`src/rtl/paged_i2c_pkg.sv`:
```
package paged_i2c_pkg;
  localparam int BYTE_W = 8;
  typedef logic [BYTE_W-1:0] i2c_byte_t;

  typedef enum logic [2:0] {
    TS_IDLE,
    TS_ADDR,
    TS_ADDR_ACK,
    TS_WBYTE,
    TS_WACK,
    TS_RBYTE,
    TS_RACK
  } tgt_state_e;
endpackage

```
`src/rtl/i2c_line_sync.sv`:
```
module i2c_line_sync #(
  parameter int STAGES = 2
) (
  input  logic clk,
  input  logic rst,
  input  logic scl_i,
  input  logic sda_i,
  output logic sda_s,
  output logic scl_rise,
  output logic scl_fall,
  output logic start_det,
  output logic stop_det
);
  localparam int LINES = 2;
  localparam int L_SCL = 1;
  localparam int L_SDA = 0;

  logic [LINES-1:0] raw;
  logic [LINES-1:0] cur;
  logic [LINES-1:0] prv_q;
  logic [STAGES-1:0] chain_q [LINES];

  assign raw = {scl_i, sda_i};

  for (genvar l = 0; l < LINES; l++) begin : g_line
    always_ff @(posedge clk) begin
      if (rst) begin
        chain_q[l] <= '1;
        prv_q[l]   <= 1'b1;
      end else begin
        chain_q[l] <= {chain_q[l][STAGES-2:0], raw[l]};
        prv_q[l]   <= chain_q[l][STAGES-1];
      end
    end
    assign cur[l] = chain_q[l][STAGES-1];
  end

  assign sda_s     = cur[L_SDA];
  assign scl_rise  = cur[L_SCL] & ~prv_q[L_SCL];
  assign scl_fall  = ~cur[L_SCL] & prv_q[L_SCL];
  assign start_det = cur[L_SCL] & prv_q[L_SCL] & prv_q[L_SDA] & ~cur[L_SDA];
  assign stop_det  = cur[L_SCL] & prv_q[L_SCL] & ~prv_q[L_SDA] & cur[L_SDA];
endmodule

```
`src/rtl/i2c_target_fsm.sv`:
```
module i2c_target_fsm
  import paged_i2c_pkg::*;
#(
  parameter logic [6:0] TARGET_ADDR = 7'h70
) (
  input  logic      clk,
  input  logic      rst,
  input  logic      scl_rise,
  input  logic      scl_fall,
  input  logic      start_det,
  input  logic      stop_det,
  input  logic      sda_s,
  input  i2c_byte_t tx_byte,
  output logic      sda_oe,
  output logic      wb_valid,
  output i2c_byte_t wb_data,
  output logic      wb_is_offset,
  output logic      rd_first,
  output logic      rd_next,
  output logic      rd_ack
);
  tgt_state_e state_q;
  logic [3:0] cnt_q;
  i2c_byte_t  sh_q;
  i2c_byte_t  txs_q;
  logic       rw_q;
  logic       first_q;
  logic       nack_q;

  always_ff @(posedge clk) begin
    if (rst) begin
      state_q      <= TS_IDLE;
      cnt_q        <= '0;
      sh_q         <= '0;
      txs_q        <= '0;
      rw_q         <= 1'b0;
      first_q      <= 1'b0;
      nack_q       <= 1'b0;
      sda_oe       <= 1'b0;
      wb_valid     <= 1'b0;
      wb_data      <= '0;
      wb_is_offset <= 1'b0;
      rd_first     <= 1'b0;
      rd_next      <= 1'b0;
      rd_ack       <= 1'b0;
    end else begin
      wb_valid <= 1'b0;
      rd_first <= 1'b0;
      rd_next  <= 1'b0;
      if (start_det) begin
        state_q <= TS_ADDR;
        cnt_q   <= '0;
        sda_oe  <= 1'b0;
      end else if (stop_det) begin
        state_q <= TS_IDLE;
        sda_oe  <= 1'b0;
      end else begin
        unique case (state_q)
          TS_IDLE: ;
          TS_ADDR: begin
            if (scl_rise) begin
              sh_q  <= {sh_q[6:0], sda_s};
              cnt_q <= cnt_q + 4'd1;
            end else if (scl_fall && cnt_q == 4'd8) begin
              if (sh_q[7:1] == TARGET_ADDR) begin
                sda_oe   <= 1'b1;
                rw_q     <= sh_q[0];
                rd_first <= sh_q[0];
                state_q  <= TS_ADDR_ACK;
              end else begin
                state_q <= TS_IDLE;
              end
            end
          end
          TS_ADDR_ACK: begin
            if (scl_fall) begin
              cnt_q <= '0;
              if (rw_q) begin
                sda_oe  <= ~tx_byte[7];
                txs_q   <= {tx_byte[6:0], 1'b0};
                state_q <= TS_RBYTE;
              end else begin
                sda_oe  <= 1'b0;
                first_q <= 1'b1;
                state_q <= TS_WBYTE;
              end
            end
          end
          TS_WBYTE: begin
            if (scl_rise) begin
              sh_q  <= {sh_q[6:0], sda_s};
              cnt_q <= cnt_q + 4'd1;
            end else if (scl_fall && cnt_q == 4'd8) begin
              sda_oe       <= 1'b1;
              wb_valid     <= 1'b1;
              wb_data      <= sh_q;
              wb_is_offset <= first_q;
              first_q      <= 1'b0;
              state_q      <= TS_WACK;
            end
          end
          TS_WACK: begin
            if (scl_fall) begin
              sda_oe  <= 1'b0;
              cnt_q   <= '0;
              state_q <= TS_WBYTE;
            end
          end
          TS_RBYTE: begin
            if (scl_rise) begin
              cnt_q <= cnt_q + 4'd1;
            end else if (scl_fall) begin
              if (cnt_q == 4'd8) begin
                sda_oe  <= 1'b0;
                state_q <= TS_RACK;
              end else begin
                sda_oe <= ~txs_q[7];
                txs_q  <= {txs_q[6:0], 1'b0};
              end
            end
          end
          TS_RACK: begin
            if (scl_rise) begin
              nack_q  <= sda_s;
              rd_next <= 1'b1;
              rd_ack  <= ~sda_s;
            end else if (scl_fall) begin
              if (nack_q) begin
                state_q <= TS_IDLE;
              end else begin
                sda_oe  <= ~tx_byte[7];
                txs_q   <= {tx_byte[6:0], 1'b0};
                cnt_q   <= '0;
                state_q <= TS_RBYTE;
              end
            end
          end
          default: state_q <= TS_IDLE;
        endcase
      end
    end
  end
endmodule

```
`src/rtl/page_reg_ctl.sv`:
```
module page_reg_ctl
  import paged_i2c_pkg::*;
#(
  parameter int NUM_PAGES = 16,
  parameter int PAGE_W    = 8
) (
  input  logic              clk,
  input  logic              rst,
  input  logic              wb_valid,
  input  i2c_byte_t         wb_data,
  input  logic              wb_is_offset,
  input  logic              rd_first,
  input  logic              rd_next,
  input  logic              rd_ack,
  input  i2c_byte_t         reg_rdata,
  output i2c_byte_t         tx_byte,
  output logic [PAGE_W-1:0] reg_page,
  output i2c_byte_t         reg_offset,
  output i2c_byte_t         reg_wdata,
  output logic              reg_wr,
  output logic              reg_rd
);
  localparam i2c_byte_t SEL_OFFSET = 8'hFF;
  localparam logic [PAGE_W:0] PAGE_LIMIT = (PAGE_W+1)'(NUM_PAGES);

  logic [PAGE_W-1:0] page_q;
  i2c_byte_t         ptr_q;
  i2c_byte_t         hold_q;
  logic              fetch_q;
  logic              cap_q;
  logic              page_ok;
  logic              addr_ok;

  assign page_ok = {1'b0, page_q} < PAGE_LIMIT;
  assign addr_ok = page_ok && (ptr_q != SEL_OFFSET);

  always_ff @(posedge clk) begin
    if (rst) begin
      page_q    <= '0;
      ptr_q     <= '0;
      hold_q    <= '0;
      fetch_q   <= 1'b0;
      cap_q     <= 1'b0;
      reg_wr    <= 1'b0;
      reg_rd    <= 1'b0;
      reg_wdata <= '0;
    end else begin
      reg_wr  <= 1'b0;
      reg_rd  <= 1'b0;
      fetch_q <= 1'b0;
      cap_q   <= reg_rd;
      if (reg_wr) begin
        ptr_q <= ptr_q + 8'd1;
      end
      if (wb_valid) begin
        if (wb_is_offset) begin
          ptr_q <= wb_data;
        end else if (ptr_q == SEL_OFFSET) begin
          page_q <= wb_data[PAGE_W-1:0];
          ptr_q  <= ptr_q + 8'd1;
        end else if (page_ok) begin
          reg_wr    <= 1'b1;
          reg_wdata <= wb_data;
        end else begin
          ptr_q <= ptr_q + 8'd1;
        end
      end
      if (rd_first) begin
        fetch_q <= 1'b1;
      end
      if (rd_next) begin
        ptr_q   <= ptr_q + 8'd1;
        fetch_q <= rd_ack;
      end
      if (fetch_q) begin
        if (addr_ok) begin
          reg_rd <= 1'b1;
        end else begin
          hold_q <= '0;
        end
      end
      if (cap_q) begin
        hold_q <= reg_rdata;
      end
    end
  end

  assign tx_byte    = hold_q;
  assign reg_page   = page_q;
  assign reg_offset = ptr_q;
endmodule

```
`src/rtl/paged_i2c_target.sv`:
```
module paged_i2c_target
  import paged_i2c_pkg::*;
#(
  parameter logic [6:0] TARGET_ADDR = 7'h70,
  parameter int         NUM_PAGES   = 16,
  parameter int         SYNC_STAGES = 2,
  parameter int         PAGE_W      = 8
) (
  input  logic              clk,
  input  logic              rst,
  input  logic              scl_i,
  input  logic              sda_i,
  output logic              sda_oe,
  output logic [PAGE_W-1:0] reg_page,
  output logic [7:0]        reg_offset,
  output logic [7:0]        reg_wdata,
  output logic              reg_wr,
  output logic              reg_rd,
  input  logic [7:0]        reg_rdata
);
  logic      sda_s, scl_rise, scl_fall, start_det, stop_det;
  logic      wb_valid, wb_is_offset, rd_first, rd_next, rd_ack;
  i2c_byte_t wb_data, tx_byte;

  i2c_line_sync #(.STAGES(SYNC_STAGES)) u_sync (
    .clk       (clk),
    .rst       (rst),
    .scl_i     (scl_i),
    .sda_i     (sda_i),
    .sda_s     (sda_s),
    .scl_rise  (scl_rise),
    .scl_fall  (scl_fall),
    .start_det (start_det),
    .stop_det  (stop_det)
  );

  i2c_target_fsm #(.TARGET_ADDR(TARGET_ADDR)) u_fsm (
    .clk          (clk),
    .rst          (rst),
    .scl_rise     (scl_rise),
    .scl_fall     (scl_fall),
    .start_det    (start_det),
    .stop_det     (stop_det),
    .sda_s        (sda_s),
    .tx_byte      (tx_byte),
    .sda_oe       (sda_oe),
    .wb_valid     (wb_valid),
    .wb_data      (wb_data),
    .wb_is_offset (wb_is_offset),
    .rd_first     (rd_first),
    .rd_next      (rd_next),
    .rd_ack       (rd_ack)
  );

  page_reg_ctl #(.NUM_PAGES(NUM_PAGES), .PAGE_W(PAGE_W)) u_ctl (
    .clk          (clk),
    .rst          (rst),
    .wb_valid     (wb_valid),
    .wb_data      (wb_data),
    .wb_is_offset (wb_is_offset),
    .rd_first     (rd_first),
    .rd_next      (rd_next),
    .rd_ack       (rd_ack),
    .reg_rdata    (reg_rdata),
    .tx_byte      (tx_byte),
    .reg_page     (reg_page),
    .reg_offset   (reg_offset),
    .reg_wdata    (reg_wdata),
    .reg_wr       (reg_wr),
    .reg_rd       (reg_rd)
  );
endmodule

```
`config.mk`:
```
export PLATFORM = sky130hd
export DESIGN_NAME = paged_i2c_target
export DESIGN_NICKNAME = d
export VERILOG_FILES = /design/src/rtl/paged_i2c_pkg.sv /design/src/rtl/i2c_line_sync.sv /design/src/rtl/i2c_target_fsm.sv /design/src/rtl/page_reg_ctl.sv /design/src/rtl/paged_i2c_target.sv
export SDC_FILE = /design/constraint.sdc
export NUM_CORES = 1
export LEC_CHECK = 0
export CORE_MARGIN = 1
export CORE_UTILIZATION = 55
export DETAILED_ROUTE_END_ITERATION = 6
export GPL_TIMING_DRIVEN = 1
export PLACE_DENSITY = 0.86
export SETUP_SLACK_MARGIN = 0.15
export SLEW_MARGIN = 20
export SYNTH_ARGS = -nofsm -noshare
export SYNTH_HDL_FRONTEND = slang
export SYNTH_SLANG_ARGS = --single-unit
```
`constraint.sdc`:
```
create_clock -name clk -period 2.9 [get_ports clk]
set_input_delay 0.435 -clock clk [delete_from_list [all_inputs] [get_ports clk]]
set_output_delay 0.435 -clock clk [all_outputs]
set_load 0.01 [all_outputs]
```
==> impl_metrics.py <==
metrics = {
    "clock_network": {
        "cts_tree": "yes",
        "htreeDepth": 3,
        "hold_buffers": 0,
        "cts.path.max_buffers": 2,
        "path_clk_slew_ns": 0.10,
        "cts_root_buffer": "clkbuf_8",
        "cts_buffers": 9,
        "clock_sinks": 81,
        "postCtsSetupBuffers": 0,
        "clk_latency_ns": 0.36,
        "cts.repair.resized": 0,
    },
    "synthesis": {
        "synth_area_per_cell_sq_um": 8.597,
        "yosysTopAreaCell": "dfxtp_1",
        "synthTopCellsByArea": "dfxtp_1 43%, mux2i_1 5.8%, nor2_1 5.7%",
        "syn_inst": 443,
        "yosys_warnings": 0,
        "yosysSeqAreaShare_pct": 42.58,
        "synth.most_common_cell": "dfxtp_1",
        "synth_top_area_share_pct": 42.58,
        "yosys-top-cells-count": "81 x dfxtp_1, 58 x nor2_1, 56 x nand2_1, 37 x a21oi_1, 22 x mux2i_1",
        "netlist_area_sq_um": 3809,
        "async_flop_share_pct": 0,
        "syn-num-nets": 459,
        "ys_types": 66,
        "synth-edff-count": 0,
        "synth-seq-cells": 81,
        "synthFlopType": "dfxtp_1",
    },
    "power": {
        "power.switching_mw": 0.5266,
        "clockPowerShare_pct": 41.2,
        "p_seq_share_pct": 55.6,
        "power_leakage_nw": 1.455,
        "power.density_nw_per_um2": 459.7,
        "p_int_mw": 1.491,
        "pwr-share-comb_pct": 3.2,
        "switching_share_pct": 26.10,
        "irDropWorstVdd_uv": 426.5,
    },
    "cells_and_area": {
        "utilization_pct": 67.18,
        "areaGrowthSynthToFinish_pct": 15.21,
        "layout-drive-gt1-share_pct": 9.705,
        "insertedDiodeCount": 0,
        "layout.nets": 485,
        "finalInstanceArea_sq_um": 4388,
    },
    "place": {
        "gp_congestion": 0.9251,
        "io_buffers": 38,
        "placed_area_sq_um": 4183,
        "pre_cts_slack_ns": 0.8191,
        "dp_hpwl_um": 6086,
    },
    "sta": {
        "setup_viol": 0,
        "finalHoldViolations": 0,
        "setup_slack_ns": 0.7409,
        "whs_ns": 0.4253,
        "drv_slew": 0,
        "slew-limit-headroom_pct": 48.86,
        "rsz0062_at_grt": "false",
        "fin_setup_tns_ns": 0,
        "fin_crit_ns": 2.159,
        "worst_pin_slew_ns": 0.7671,
        "period_share_pct": 74.45,
        "skew_ns": 0.01120,
        "fmax_mhz": 463.2,
    },
    "critical_path": {
        "critical_path_arrival_ns": 2.46,
        "slowest_delay_ns": 0.69,
        "path_max_fanout": 8,
        "crit_type": "reg -> reg",
        "slowest_stage": "a21oi_1",
        "end_kind": "register",
        "path_delay_family": "compound AO/OA/AOI/OAI gates",
        "crit_buf_inv": 0,
        "required_ns": 3.20,
        "startpoint_type": "register",
        "crit_chain": "nor4_1 -> o21ai_1 -> a21oi_1 -> a22oi_1 -> nor2_1",
    },
    "detailed_routing": {
        "via_count": 3374,
        "drt_wl_total_um": 8904,
        "antenna_left": 0,
        "drc": 0,
        "post_drt_wl_per_cell_um": 16.16,
        "first_iter_violations": 250,
        "routed_via_density": 6.123,
        "drt_first_pass_iters": 5,
    },
    "worst_hold_path": {
        "holdCritPathClass": "reg -> reg",
    },
    "die": {
        "die_w_um": 85.22,
        "die_area_sq_um": 7262,
        "die_h_um": 85.22,
        "start_util_pct": 58.31,
        "coreArea_sq_um": 6531,
        "fp-row-count": 29,
        "ios": 39,
    },
    "global_routing": {
        "antenna_found_initial": 0,
        "grt_max_degree": 46,
        "grt_pass1_vias": 3187,
        "overflow": 0,
        "gr-usage-all-layers_pct": 25.62,
        "grt_pass1_wl_um": 14840,
    },
    "run_status": {
        "status": "completed",
    },
    "job": {
        "max_cap_viol_count": 0,
    },
}
## state kept, by name, indices dropped and copies added (netlist names), 2 cells and up
name              flops
u_ctl.reg_page        8
u_fsm.txs_q           7
u_ctl.reg_wdata       8
u_fsm.state_q         3
u_fsm.cnt_q           4
u_fsm.sh_q            8
u_ctl.reg_offset      8
u_fsm.wb_data         8
u_sync.chain_q        4
u_sync.prv_q          2
u_ctl.tx_byte         8
## worst reg2reg max path: cells and delay by family, from the launching register on
| family | cells | cell delay (ns) |
|---|---|---|
| flops | 1 | 0.35 |
| compound gates | 3 | 1.13 |
| simple gates | 2 | 0.62 |
## cell families after synthesis
group | Yosys count | synth area share, %
buffers and inverters | 34 | 3.942
XOR/XNOR | 12 | 2.760
AND/OR/NAND/NOR | 187 | 24.08
flip-flops | 81 | 42.58
adder cells (fa/ha/maj) | 4 | 1.314
multiplexers | 22 | 5.782
AO/OA/AOI/OAI | 103 | 19.55
## metrics by stage
stage	cells	total power [mW]
final	551	2.017
after global routing	551	2.095
after CTS	551	2.032
after detailed placement	535	1.211
after global placement	535	1.210
after floorplan	443	1.187
## power groups by stage
stage               Sequential (mW)  Clock (mW)  Combinational (mW)
floorplan                      1.15           0              0.0414
global placement               1.15           0              0.0626
detailed placement             1.15           0              0.0634
CTS                            1.12       0.846              0.0641
global route                   1.12       0.901              0.0706
finish                         1.12       0.830              0.0647
## cell type report
| type | count | area, sq um |
|---|---|---|
| sequential | 81 | 1622 |
| tap | 77 | 96.34 |
| clock inverter | 7 | 81.33 |
| clock buffer | 9 | 123.9 |
| inverter | 8 | 30.03 |
| multi-input combinational | 328 | 2037 |
| timing repair buffer | 41 | 397.9 |
| fill | 508 | 2143 |
## final timing paths
kind,startpoint,depth (start not counted),to,slack (ns)
worst max register to register,u_ctl.reg_page[4],5,u_ctl.tx_byte[4],0.74
worst min-delay path,u_sync.chain_q[1][0],1,u_sync.chain_q[1][1],0.43
worst max-delay path,u_ctl.reg_page[4],5,u_ctl.tx_byte[4],0.74
worst min register to register,u_sync.chain_q[1][0],1,u_sync.chain_q[1][1],0.43
## placed cells by master (no fill, tap or decap), types with 4 or more instances in the layout
master / n
and3_1: 4
or2_2: 8
xnor2_1: 10
a211oi_1: 4
nor2b_1: 6
a22oi_1: 9
dfxtp_1: 81
nand2_1: 56
inv_1: 8
clkdlybuf4s50_1: 37
mux2i_1: 22
ha_1: 4
clkbuf_8: 9
nor2_1: 58
nand3_1: 17
nand3b_1: 5
nor3_1: 6
a21oi_1: 37
o21a_1: 4
o21ai_0: 10
## per-layer routing
| layer | wire length [um] | share of wire, % | up-vias | GRT usage (%) |
|---|---|---|---|---|
| met4 | 221 | 2.5 | 0 | 9.553 |
| met5 | 0 | 0 | - | 0 |
| met2 | 4170 | 47 | 131 | 40.84 |
| met1 | 3970 | 45 | 1593 | 33.72 |
| met3 | 542 | 6.1 | 32 | 6.323 |
| li1 | - | - | 1618 | - |
(Power assumes the default switching activity.)
